<file path="config.mk">
export PLATFORM = sky130hd
export DESIGN_NAME = comma_deser
export DESIGN_NICKNAME = d
export VERILOG_FILES = /design/src/rtl/cd_pkg.sv /design/src/rtl/cd_in_sel.sv /design/src/rtl/cd_history.sv /design/src/rtl/cd_frame.sv /design/src/rtl/comma_deser.sv
export SDC_FILE = /design/constraint.sdc
export NUM_CORES = 1
export LEC_CHECK = 0
export BUFFER_PORTS_ARGS = -buffer_cell sky130_fd_sc_hd__buf_4
export CAP_MARGIN = 20
export CORE_MARGIN = 8
export CORE_UTILIZATION = 51
export DETAILED_ROUTE_END_ITERATION = 6
export PLACE_DENSITY = 0.74
export SLEW_MARGIN = 10
export SYNTH_ARGS = -nofsm -noshare
export SYNTH_HDL_FRONTEND = slang
export SYNTH_SLANG_ARGS = --single-unit
</file>
<file path="constraint.sdc">
create_clock -name clk -period 1.1 [get_ports clk]
set_input_delay 0.165 -clock clk [delete_from_list [all_inputs] [get_ports clk]]
set_output_delay 0.165 -clock clk [all_outputs]
set_load 0.05 [all_outputs]
</file>
<file path="src/rtl/cd_pkg.sv">
package cd_pkg;
  // Default framing: ten-bit characters, seven-bit comma opening.
  // Bit k of the comma sequence is the k-th received bit.
  localparam int unsigned CD_CHAR_W  = 10;
  localparam int unsigned CD_COMMA_W = 7;
  localparam logic [CD_COMMA_W-1:0] CD_COMMA_SEQ = 7'b1111100;
endpackage

</file>
<file path="src/rtl/cd_in_sel.sv">
module cd_in_sel (
  input  logic wrap_en,
  input  logic line_bit,
  input  logic loop_bit,
  output logic sel_bit
);
  always_comb begin
    sel_bit = line_bit;
    if (wrap_en) sel_bit = loop_bit;
  end
endmodule

</file>
<file path="src/rtl/cd_history.sv">
module cd_history #(
  parameter int unsigned CHAR_W  = cd_pkg::CD_CHAR_W,
  parameter int unsigned COMMA_W = cd_pkg::CD_COMMA_W,
  parameter logic [COMMA_W-1:0] COMMA_SEQ = cd_pkg::CD_COMMA_SEQ
) (
  input  logic              clk,
  input  logic              rst_n,
  input  logic              bit_vld,
  input  logic              bit_in,
  input  logic              comma_en,
  output logic [CHAR_W-1:0] old_nxt,
  output logic              hit
);
  localparam int unsigned HIST_W = 2 * CHAR_W;

  logic [HIST_W-1:0]  hist_q;
  logic [HIST_W-1:0]  hist_d;
  logic [COMMA_W-1:0] eq_v;

  // Newest bit enters at the top; bit 0 is the oldest.
  always_comb begin
    hist_d = hist_q;
    if (bit_vld) hist_d = {bit_in, hist_q[HIST_W-1:1]};
  end

  // Compare the newer character slot against the comma opening, bit by bit.
  for (genvar k = 0; k < COMMA_W; k++) begin : g_match
    assign eq_v[k] = ~(hist_d[CHAR_W+k] ^ COMMA_SEQ[k]);
  end

  assign hit     = bit_vld & comma_en & (&eq_v);
  assign old_nxt = hist_d[CHAR_W-1:0];

  // Ones at reset: a fresh stream cannot fake a comma out of cleared history.
  always_ff @(posedge clk or negedge rst_n) begin
    if (!rst_n)       hist_q <= '1;
    else if (bit_vld) hist_q <= hist_d;
  end
endmodule

</file>
<file path="src/rtl/cd_frame.sv">
module cd_frame #(
  parameter int unsigned CHAR_W = cd_pkg::CD_CHAR_W
) (
  input  logic clk,
  input  logic rst_n,
  input  logic bit_vld,
  input  logic hit,
  output logic emit,
  output logic lead,
  output logic comma_due
);
  localparam int unsigned PAIR_W = 2 * CHAR_W;
  localparam int unsigned POS_W  = $clog2(PAIR_W);
  localparam int unsigned GAP_W  = $clog2(PAIR_W + 1);
  localparam logic [POS_W-1:0] LEAD_END  = POS_W'(CHAR_W - 1);
  localparam logic [POS_W-1:0] TRAIL_END = POS_W'(PAIR_W - 1);

  logic [POS_W-1:0] pos_q, pos_d, pos_inc;
  logic             pend_q, pend_d;
  logic             slot_end, realign;
  logic [GAP_W-1:0] gap_q, gap_d;

  always_comb begin
    pos_inc  = (pos_q == TRAIL_END) ? '0 : pos_q + 1'b1;
    slot_end = (pos_inc == LEAD_END) || (pos_inc == TRAIL_END);
    realign  = bit_vld & hit & ~slot_end;
    emit     = bit_vld & slot_end;
    lead     = (pos_inc == LEAD_END);
    pos_d    = pos_q;
    if (bit_vld) pos_d = realign ? TRAIL_END : pos_inc;
    pend_d = pend_q;
    if (bit_vld & hit) pend_d = 1'b1;
    else if (emit)     pend_d = 1'b0;
    gap_d = gap_q;
    if (emit)                                    gap_d = '0;
    else if (bit_vld && gap_q < GAP_W'(PAIR_W))  gap_d = gap_q + 1'b1;
  end

  assign comma_due = pend_q;

  always_ff @(posedge clk or negedge rst_n) begin
    if (!rst_n) begin
      pos_q  <= TRAIL_END;
      pend_q <= 1'b0;
      gap_q  <= GAP_W'(PAIR_W);
    end else begin
      pos_q  <= pos_d;
      pend_q <= pend_d;
      gap_q  <= gap_d;
    end
  end

  // two strobes are never closer than one character of accepted bits.
  p_no_sliver_r5: assert property (@(posedge clk) disable iff (!rst_n)
    emit |-> (gap_q >= GAP_W'(CHAR_W - 1)));
endmodule

</file>
<file path="src/rtl/comma_deser.sv">
module comma_deser #(
  parameter int unsigned CHAR_W  = cd_pkg::CD_CHAR_W,
  parameter int unsigned COMMA_W = cd_pkg::CD_COMMA_W,
  parameter logic [COMMA_W-1:0] COMMA_SEQ = cd_pkg::CD_COMMA_SEQ
) (
  input  logic              clk,
  input  logic              rst_n,
  input  logic              bit_vld,
  input  logic              line_bit,
  input  logic              loop_bit,
  input  logic              wrap_en,
  input  logic              comma_en,
  input  logic              los,
  output logic [CHAR_W-1:0] rx_word,
  output logic              word_stb,
  output logic              comma_det,
  output logic              bclk_lead,
  output logic              bclk_trail
);
  logic [1:0]        rs_q;
  logic              rst_i_n;
  logic              sel_bit, hit, emit, lead, comma_due;
  logic [CHAR_W-1:0] old_nxt;
  logic [CHAR_W-1:0] word_q, word_d;
  logic              stb_q, stb_d, det_q, det_d, bl_q, bl_d, bt_q, bt_d;

  // Asynchronous assertion, synchronous release.
  always_ff @(posedge clk or negedge rst_n) begin
    if (!rst_n) rs_q <= '0;
    else        rs_q <= {rs_q[0], 1'b1};
  end
  assign rst_i_n = rs_q[1];

  cd_in_sel u_sel (
    .wrap_en (wrap_en),
    .line_bit(line_bit),
    .loop_bit(loop_bit),
    .sel_bit (sel_bit)
  );

  cd_history #(.CHAR_W(CHAR_W), .COMMA_W(COMMA_W), .COMMA_SEQ(COMMA_SEQ)) u_hist (
    .clk     (clk),
    .rst_n   (rst_i_n),
    .bit_vld (bit_vld),
    .bit_in  (sel_bit),
    .comma_en(comma_en),
    .old_nxt (old_nxt),
    .hit     (hit)
  );

  cd_frame #(.CHAR_W(CHAR_W)) u_frame (
    .clk      (clk),
    .rst_n    (rst_i_n),
    .bit_vld  (bit_vld),
    .hit      (hit),
    .emit     (emit),
    .lead     (lead),
    .comma_due(comma_due)
  );

  always_comb begin
    word_d = word_q;
    bl_d   = bl_q;
    bt_d   = bt_q;
    stb_d  = emit;
    det_d  = emit & comma_due;
    if (emit) begin
      word_d = old_nxt;
      bl_d   = lead;
      bt_d   = ~lead;
    end
  end

  always_ff @(posedge clk or negedge rst_i_n) begin
    if (!rst_i_n) begin
      word_q <= '1;
      stb_q  <= 1'b0;
      det_q  <= 1'b0;
      bl_q   <= 1'b0;
      bt_q   <= 1'b1;
    end else begin
      word_q <= word_d;
      stb_q  <= stb_d;
      det_q  <= det_d;
      bl_q   <= bl_d;
      bt_q   <= bt_d;
    end
  end

  assign rx_word    = los ? '1 : word_q;
  assign word_stb   = stb_q;
  assign comma_det  = det_q;
  assign bclk_lead  = bl_q;
  assign bclk_trail = bt_q;

  // the comma flag only ever rides on a word strobe.
  p_det_with_stb_r8: assert property (@(posedge clk) disable iff (!rst_i_n)
    comma_det |-> word_stb);
  // a flagged word really opens with the comma sequence.
  p_det_pattern_r3: assert property (@(posedge clk) disable iff (!rst_i_n)
    comma_det |-> (word_q[COMMA_W-1:0] == COMMA_SEQ));
  // byte-clock phases hold between strobes (stretch, never sliver).
  p_clk_still_r11: assert property (@(posedge clk) disable iff (!rst_i_n)
    !word_stb |-> ($stable(bclk_lead) && $stable(bclk_trail)));
  // a strobe follows an accepted bit.
  p_stb_needs_bit_r2: assert property (@(posedge clk) disable iff (!rst_i_n)
    word_stb |-> $past(bit_vld));
endmodule

</file>
==> run metrics <==
sequential fraction of the synthesis area between 50% and 60%; Setup CP Type register to register; critical path data required time 1.38 ns; failing checks setup timing; clock buffer count from CTS 5; GR Overflow Total 0; I/O Buffers 21; I/O Pins 22; crit path time final between 1.5 and 2 ns; Initial DRT Pass Iterations 4; Max Cap Violations 0; die width between 70 and 80 um; crit path buf inv count 0; Worst-path clk slew 0.11 ns; r2r setup slk -0.89 ns; CTS HTree Levels 2; Worst Path Arrival between 2 and 2.5 ns; FF-to-FF Start u_frame.pos_q[0]$_DFFE_PN1P_; Post-Syn Area between 0.0015 and 0.002 mm2; dpl hpwl between 2 and 2.5 mm; Vias/cell 5.33; PnR Total Power 7.06 mW; core box area approximately 0.0034 mm2; CTS sink cnt 41; Design Area, Final around 0.0026 mm2; CTS tree yes; standby leakage power 1.15 nW; Clock Path Buffers 2; final core utilization around three quarters; Critical-path top delay cell dfstp_2; RSZ-0062 raised after global routing yes; CP Depth 6; initial antenna violation count 0; Min-Delay Path Class input pin to asynchronous set/reset pin; Post-DP Area approximately 0.0022 mm2; Area Overhead vs Synth 43.4%; worst vdd ir 0.00140 V; layout cells sized above 1 75.6%; status finished with violations; # DRC 0; clock latency on the worst-skew pair roughly 0.34 ns; drt first-iter violations 56; via count approximately 1300; pwr dens roughly 2700 mW/mm2; Worst setup startpoint u_frame.pos_q[0]$_DFFE_PN1P_; DRT antenna net count 0; DIE HEIGHT 75.7 um; Placer Congestion about 0.80; number of synthesis warnings 0; clock skew between 0.007 and 0.008 ns; TNS Setup -17.68 ns; Max Slew Vio Count 0; fmax slightly above 500 MHz; critical path capture point type register; Post-Syn Area per Cell around 13 um2; Cells after Synth 137; Antenna Cells 0; Crit path max-delay family flip-flops; Net Count, Synth 146; first-pass GRT wire length between 6 and 7 mm; Root Driver clkbuf_4; Total Routing Usage GR 15.4%; area of the die roughly 0.0057 mm2; final setup margin -0.888 ns; register bit total from synthesis ~40; Cell variety after synth 34; Layout Cells excl Fill approximately 240; dpl cells between 200 and 250; Routed WL about 4.0 mm; final setup vio count 31; crit-path max cell delay ~0.6 ns; Cell Rows 21; Initial Util roughly 54%; vias in the first global route 1407; pin count of the biggest net entering global routing 40; CP startpoint kind register; Max FO, Critical Path 7; FF-to-FF End word_q[5]$_DFFE_PN1P_; crit path to word_q[5]$_DFFE_PN1P_; most common cell after layout, fill and taps aside buf_4; Layout Nets approximately 210; sequence of cells on the critical path ha_4 -> nand3_4 -> xnor2_2 -> or3_4 -> a21o_4 -> mux2_4; final worst-path cycle share 181%; most frequent cells in the layout buf_4 (37), dfstp_2 (33), mux2_2 (21); R2R cell count 6; Avg WL per Cell 16.6 um; Fin. Hold Viols 0
-- flip-flops by register name, summed over array words and instances, names as in the netlist --
register           count
u_frame.comma_due      1
word_q                10
bclk_trail             1
bclk_lead              1
u_hist.hist_q         19
word_stb               1
rs_q                   2
comma_det              1
u_frame.pos_q          5
-- where the power goes --
group / internal (mW) / switching, mW
combinational: 1.78 / 1.48
sequential: 2.42 / 0.452
clock: 0.477 / 0.455
total: 4.68 / 2.38
-- cell families after synthesis --
group | synth area share, %
AND/OR/NAND/NOR | 9.84
AO/OA/AOI/OAI | 6.68
adder cells (fa/ha/maj) | 0.688
flip-flops | 58.7
multiplexers | 20.0
buffers and inverters | 2.48
XOR/XNOR | 1.45
other | 0.206
-- stage by stage --
step	hold slack [ns]	worst slack (ns)
final	0.124	-0.888
after global routing	0.119	-0.935
after CTS	0.0984	-0.880
after detailed placement	-0.0513	-0.933
after global placement	-0.0532	-0.855
after floorplan	-0.131	-0.930
-- layout make-up --
| type | instances | area (um2) |
|---|---|---|
| timing repair buffer | 55 | 529 |
| clock buffer | 6 | 41.3 |
| multi-input combinational | 87 | 852 |
| clock inverter | 2 | 35.0 |
| sequential | 41 | 1070 |
| fill | 198 | 783 |
| tap | 46 | 57.6 |
| inverter | 6 | 22.5 |
-- worst min-delay path by stage --
stage	startpoint	endpoint	cells past startpoint
after global placement	rst_n	rs_q[0]$_DFF_PN0_	1
after global routing	rst_n	rs_q[1]$_DFF_PN0_	2
after detailed placement	rst_n	rs_q[0]$_DFF_PN0_	1
final	rst_n	rs_q[1]$_DFF_PN0_	2
after CTS	rst_n	rs_q[1]$_DFF_PN0_	2
after floorplan	rst_n	rs_q[0]$_DFF_PN0_	0
-- timing repair --
item | CTS | global route
setup endpoints to repair | 32 | 34
gates resized for setup | 45 | 6
pin swaps | 11 | 4
hold buffers | 1 | 0
buffers inserted | 11 | 4
hold endpoints to repair | 2 | 0
cloned | 1 | 0
-- synth_stat cells --
library cell  instances  area share [%]
dfstp_2              33              48
mux2_2               22              14
or2_2                10             3.4
dfrtp_1               8              11
mux2_4                7             5.8
o21ai_0               7             1.9
inv_1                 6             1.2
nor2_1                5             1.0
nand2_1               4            0.83
a21oi_1               3            0.83
nand3_1               3            0.83
xnor2_1               3             1.4
a21o_2                2            0.96
a22oi_1               2            0.83
buf_1                 2            0.41
nand2b_1              2            0.69
a31oi_1               1            0.34
a32o_1                1            0.55
and2b_2               1            0.48
and3_2                1            0.41
buf_6                 1            0.62
clkbuf_1              1            0.21
conb_1                1            0.21
ha_1                  1            0.69
mux2i_1               1            0.55
nand3b_1              1            0.41
nand4_1               1            0.34
nor3_1                1            0.28
nor4_1                1            0.34
o21a_1                1            0.41
o22ai_1               1            0.34
o311ai_0              1            0.48
or3_1                 1            0.34
or4_1                 1            0.41
-- layer usage --
layer,share of wire [%],track usage (%),routed length (um)
met1,41,16.2,1650
met2,51,27.0,2070
met3,4.8,5.13,194
met4,3.2,7.04,129
met5,0,0,0
(Power assumes the default switching activity.)
